[config.mk]
export PLATFORM = sky130hd
export DESIGN_NAME = tx_cmd_ctrl
export DESIGN_NICKNAME = d
export VERILOG_FILES = /design/src/rtl/tx_cmd_ctrl.sv
export SDC_FILE = /design/constraint.sdc
export NUM_CORES = 1
export LEC_CHECK = 0
export BUFFER_PORTS_ARGS = -buffer_cell sky130_fd_sc_hd__buf_2
export CAP_MARGIN = 40
export CELL_PAD_IN_SITES_DETAIL_PLACEMENT = 1
export CELL_PAD_IN_SITES_GLOBAL_PLACEMENT = 2
export CORE_UTILIZATION = 37
export DETAILED_ROUTE_END_ITERATION = 8
export PLACE_DENSITY = 0.78
export SLEW_MARGIN = 20
export SYNTH_ARGS = -nofsm -noshare
export SYNTH_HDL_FRONTEND = slang
export SYNTH_SLANG_ARGS = --single-unit
export TNS_END_PERCENT = 30
[constraint.sdc]
create_clock -name clk -period 4.2 [get_ports clk]
set_input_delay 0.84 -clock clk [delete_from_list [all_inputs] [get_ports clk]]
set_output_delay 0.84 -clock clk [all_outputs]
set_load 0.005 [all_outputs]
[src/rtl/tx_cmd_ctrl.sv]
module tx_cmd_ctrl #(
  parameter int AW      = 12,
  parameter int LW      = 16,
  parameter int MAX_LEN = 1514
) (
  input  logic          clk,
  input  logic          rst_n,
  input  logic          wr_en,
  input  logic [AW-1:0] wr_addr,
  input  logic [31:0]   wr_data,
  input  logic [AW-1:0] rd_addr,
  output logic [31:0]   rd_data,
  output logic          fs_valid,
  input  logic          fs_ready,
  output logic [AW-1:0] fs_base,
  output logic [LW-1:0] fs_len,
  input  logic          tx_done,
  output logic          irq,
  output logic [47:0]   mac_addr
);
  localparam int HALF = 1 << (AW - 1);
  localparam logic [AW-2:0] OFF_LEN = (AW-1)'(HALF - 12);
  localparam logic [AW-2:0] OFF_GIE = (AW-1)'(HALF - 8);
  localparam logic [AW-2:0] OFF_CTL = (AW-1)'(HALF - 4);
  localparam logic [AW-2:0] OFF_W0  = '0;
  localparam logic [AW-2:0] OFF_W1  = (AW-1)'(4);
  localparam logic [LW-1:0] CAP     = LW'(MAX_LEN);

  logic [LW-1:0] len_r [2];
  logic [31:0]   w0_r [2];
  logic [15:0]   w1_r [2];
  logic [1:0]    ie_r, send_r, prog_r, pend_r;
  logic          gie_r, active_r, act_buf, load_q, load_buf, hold_r, hold_buf;

  logic          wbuf, rbuf, we, sel, fire, done_ev;
  logic [AW-2:0] woff, roff;

  assign wbuf    = wr_addr[AW-1];
  assign woff    = wr_addr[AW-2:0];
  assign we      = wr_en && (wr_addr[1:0] == 2'b00);
  assign rbuf    = rd_addr[AW-1];
  assign roff    = rd_addr[AW-2:0];
  assign sel     = hold_r ? hold_buf : !pend_r[0];
  assign fs_valid = !active_r && |pend_r;
  assign fs_base = {sel, {(AW-1){1'b0}}};
  assign fs_len  = len_r[sel];
  assign fire    = fs_valid && fs_ready;
  assign done_ev = tx_done && active_r;

  always_comb begin
    rd_data = '0;
    if (roff == OFF_LEN)
      rd_data[LW-1:0] = len_r[rbuf];
    else if (roff == OFF_GIE && !rbuf)
      rd_data[31] = gie_r;
    else if (roff == OFF_CTL)
      rd_data[3:0] = {ie_r[rbuf], 1'b0, prog_r[rbuf], send_r[rbuf]};
  end

  always_ff @(posedge clk) begin
    if (!rst_n) begin
      for (int i = 0; i < 2; i++) begin
        len_r[i] <= '0;
        w0_r[i]  <= '0;
        w1_r[i]  <= '0;
      end
      ie_r     <= '0;
      send_r   <= '0;
      prog_r   <= '0;
      pend_r   <= '0;
      gie_r    <= 1'b0;
      active_r <= 1'b0;
      act_buf  <= 1'b0;
      load_q   <= 1'b0;
      load_buf <= 1'b0;
      hold_r   <= 1'b0;
      hold_buf <= 1'b0;
      irq      <= 1'b0;
      mac_addr <= '0;
    end else begin
      irq      <= gie_r && ((load_q && ie_r[load_buf]) || (done_ev && ie_r[act_buf]));
      hold_r   <= fs_valid && !fs_ready;
      hold_buf <= sel;
      load_q   <= 1'b0;

      if (load_q) begin
        mac_addr <= {w0_r[load_buf][7:0], w0_r[load_buf][15:8], w0_r[load_buf][23:16],
                     w0_r[load_buf][31:24], w1_r[load_buf][7:0], w1_r[load_buf][15:8]};
        send_r[load_buf] <= 1'b0;
        prog_r[load_buf] <= 1'b0;
      end

      if (fire) begin
        pend_r[sel] <= 1'b0;
        active_r    <= 1'b1;
        act_buf     <= sel;
      end

      if (done_ev) begin
        active_r        <= 1'b0;
        send_r[act_buf] <= 1'b0;
      end

      if (we) begin
        if (woff == OFF_W0) w0_r[wbuf] <= wr_data;
        if (woff == OFF_W1) w1_r[wbuf] <= wr_data[15:0];
        if (woff == OFF_LEN)
          len_r[wbuf] <= (wr_data[LW-1:0] > CAP) ? CAP : wr_data[LW-1:0];
        if (woff == OFF_GIE && !wbuf) gie_r <= wr_data[31];
        if (woff == OFF_CTL && !(send_r[wbuf] && wr_data[0])) begin
          ie_r[wbuf] <= wr_data[3];
          if (wr_data[1:0] == 2'b01) begin
            send_r[wbuf] <= 1'b1;
            pend_r[wbuf] <= 1'b1;
          end else if (wr_data[1:0] == 2'b11) begin
            send_r[wbuf] <= 1'b1;
            prog_r[wbuf] <= 1'b1;
            load_q       <= 1'b1;
            load_buf     <= wbuf;
          end
        end
      end
    end
  end
endmodule

==> impl_metrics.ini <==
[drt]
wire_per_inst_microns = 18.4
vias_per_cell = 5.07
dr.pass1.iters = 4
routed-via-count = 5662
drc = 0
drtIter0Drc = 271
totalWireLength_microns = 20500
ant_nets = 0

[layout]
seqCellArea_sq_um = 5130
fin_cells = 1117
drive_gt1_frac = 0.262
fin_area_sq_um = 10100
nFillCells = 2428
area_growth_pct = 17.7
multi_input_area_sq_um = 3180
nNetsFinal = 879

[die]
core_area_sq_um = 22700
die-area_sq_um = 23800
ioPinCount = 171
initial_core_util = 0.378
die_h_microns = 154
die_w_microns = 154
placementRows = 55

[setup_path]
crit_path_frequent_cell = buf_2
crit_fanout = 13
crit_path_start_kind = input pin
worstSetupPathType = in2out
cpLargestDelayFamily = simple AND/OR/NAND/NOR gates
path_cells = buf_2, nor4bb_1, nand4_1, or2_2, nor2_1, buf_2
cp_slowest_stage_delay_ns = 0.45
cp_slowest_cell = or2_2
required_ns = 3.36
crit_arrival_ns = 2.24
crit_buf_inv = 2
critPathCaptureType = primary output

[run]
drv_cap = 0

[yosys]
synth_top_family_by_area = simple AND/OR/NAND/NOR gates
synth_area_sq_um = 8590
syn_avg_cell_area_sq_um = 12.6
synth-simple-area-share = 0.163
synth_top_flop_cell = edfxtp_1
synth_compound_area_frac = 0.0848
synthAdderAreaFrac = 0
synth-edff-count = 128
ys_seq_elements = 192
synthMuxAreaShare = 0.106
syn_inst = 683
yosys_warnings = 0
synth_cell_types = 50
synth_xor_xnor_area_share = 0
seq_area_frac_synth = 0.597
async_reset_ff_frac = 0

[global_routing]
use_met1 = 0.235
antenna_found_initial = 0
grt_start_max_net_pins = 74
first_global_vias = 6061
use_met3 = 0.0333
track_usage = 0.180
grt_pass1_wl_microns = 33300
grt-busiest-layer = met2
use_met2 = 0.310
grt_overflow = 0

[placement]
dp_cells = 1083
gp_congestion = 0.730
hpwlAfterDp_microns = 14400
place_area_sq_um = 9530
pre_cts_ws_ns = 0.657
io_buffers = 144

[clock_tree]
insertion_delay_ns = 0.43
clockRootBuffer = clkbuf_16
clockBufferDepth = 2
cts_buffers = 17
hold_buffers = 0
post-cts-setup-buffers = 0
ctsHtreeMaxLevel = 4
clkTransAtPathRegs_ns = 0.07
clock-sinks = 192
cts_resized = 0
cts_tree = built

[sta]
clock_skew_ns = 0.00832
maxSlewViolCount = 0
final_hold_viol_count = 0
max_clock_freq_mhz = 324
rsz0062_at_grt = no
setup-tns-final_ns = 0
slew_headroom = 0.472
min_period_over_period = 0.734
worst_pin_slew_ns = 0.791
final.min_clock_period_ns = 3.08
setup_viol = 0
setup_ws_ns = 1.12

[pwr]
power_leakage_nw = 4.33
ir_worst_vdd_mv = 0.208
power.density_nw_per_um2 = 378

[status]
status = finished, final reports clean

[min_path]
hp-class = reg2reg
layer usage:
layer / wire (microns) / vias up / share of wire
li1: - / 2706 / -
met1: 9560 / 2817 / 0.47
met2: 10000 / 125 / 0.49
met3: 791 / 14 / 0.039
met4: 165 / 0 / 0.0080
met5: 0 / - / 0
synthesized netlist by cell type, drive strengths merged, types with 5 or more instances:
master | count | share of area
buf | 40 | 0.032
edfxtp | 128 | 0.45
and4 | 13 | 0.013
o21a | 12 | 0.010
mux2 | 17 | 0.022
and2 | 66 | 0.048
nor2b | 5 | 0.0036
clkbuf | 35 | 0.016
nand2 | 67 | 0.029
nor2 | 22 | 0.0096
nand3 | 5 | 0.0029
nand2b | 8 | 0.0058
mux2i | 65 | 0.076
o211a | 48 | 0.056
and3 | 37 | 0.027
dfxtp | 64 | 0.15
metrics by stage:
step / total power [mW] / hold WS (ns) / utilization
floorplan: 2.24 / 0.438 / -
global placement: 2.32 / 0.457 / 0.417
detailed placement: 2.33 / 0.463 / 0.420
CTS: 3.86 / 0.481 / 0.444
global route: 3.95 / 0.493 / 0.445
finish: 3.82 / 0.476 / 0.445
flip-flops by register name (all words and copies together) (netlist names):
| name | cells |
|---|---|
| w0_r | 64 |
| mac_addr | 48 |
| len_r | 32 |
| w1_r | 32 |
| ie_r | 2 |
| pend_r | 2 |
| prog_r | 2 |
| send_r | 2 |
| act_buf | 1 |
| active_r | 1 |
| gie_r | 1 |
| hold_buf | 1 |
| hold_r | 1 |
| irq | 1 |
| load_buf | 1 |
| load_q | 1 |
cells in the final DEF (no fill, tap or decap), types with 2 or more instances in the layout:
master      netlist  layout
a21boi_0          3       3
a31oi_1           2       2
a32o_1            3       3
and2_0            3       3
and2_1           63      63
and3_1           37      37
and4_1           13      13
buf_16            0       2
buf_2             2     144
buf_4            27       8
clkbuf_16         0      17
clkinv_1          0       2
clkinvlp_4        0       4
conb_1            1      36
dfxtp_1          64      62
dfxtp_4           0       2
edfxtp_1        128     128
inv_1             3       3
inv_6             0       4
inv_8             0       4
mux2_2           17      17
mux2i_1          65      65
mux4_2            3       3
nand2_1          67      66
nand2b_1          8       7
nand3_1           5       5
nand3b_1          2       2
nand4_1           4       4
nor2_1           22      21
nor2b_1           5       5
nor3_1            3       3
nor4_1            2       2
nor4b_1           2       2
o211a_1          48      48
o21a_1           12      12
o31a_1            4       4
or3_1             2       2
final timing paths:
kind,from,to,slack [ns],cells after the start
worst max-delay path,rd_addr[1],rd_data[5],1.12,6
worst min-delay path,mac_addr[34],mac_addr[34],0.48,1
worst max register to register,load_buf,mac_addr[43],2.73,4
worst min register to register,mac_addr[34],mac_addr[34],0.48,1
kinds of logic (layout without fill, tap and decap cells):
| group | count (synthesis) | in the layout |
|---|---|---|
| simple gates | 247 | 247 |
| other cells | 1 | 37 |
| compound gates | 80 | 80 |
| flops | 192 | 192 |
| buf+inv | 78 | 191 |
| mux | 85 | 85 |
power by group:
group / switching [mW] / internal (mW) / total, mW
registers: 0.0245 / 2.07 / 2.10
clock network: 0.762 / 0.778 / 1.54
logic: 0.120 / 0.0640 / 0.184
total: 0.907 / 2.92 / 3.82
area by class of cell:
class,instances,share of cell area
Antenna cell,1,0.000248
Clock inverter,15,0.0125
Inverter,3,0.00111
Timing Repair Buffer,156,0.0858
Multi-Input combinational cell,448,0.315
Clock buffer,17,0.0421
Tap cell,285,0.0353
Sequential cell,192,0.508
Power figures use the tool's default switching activity.
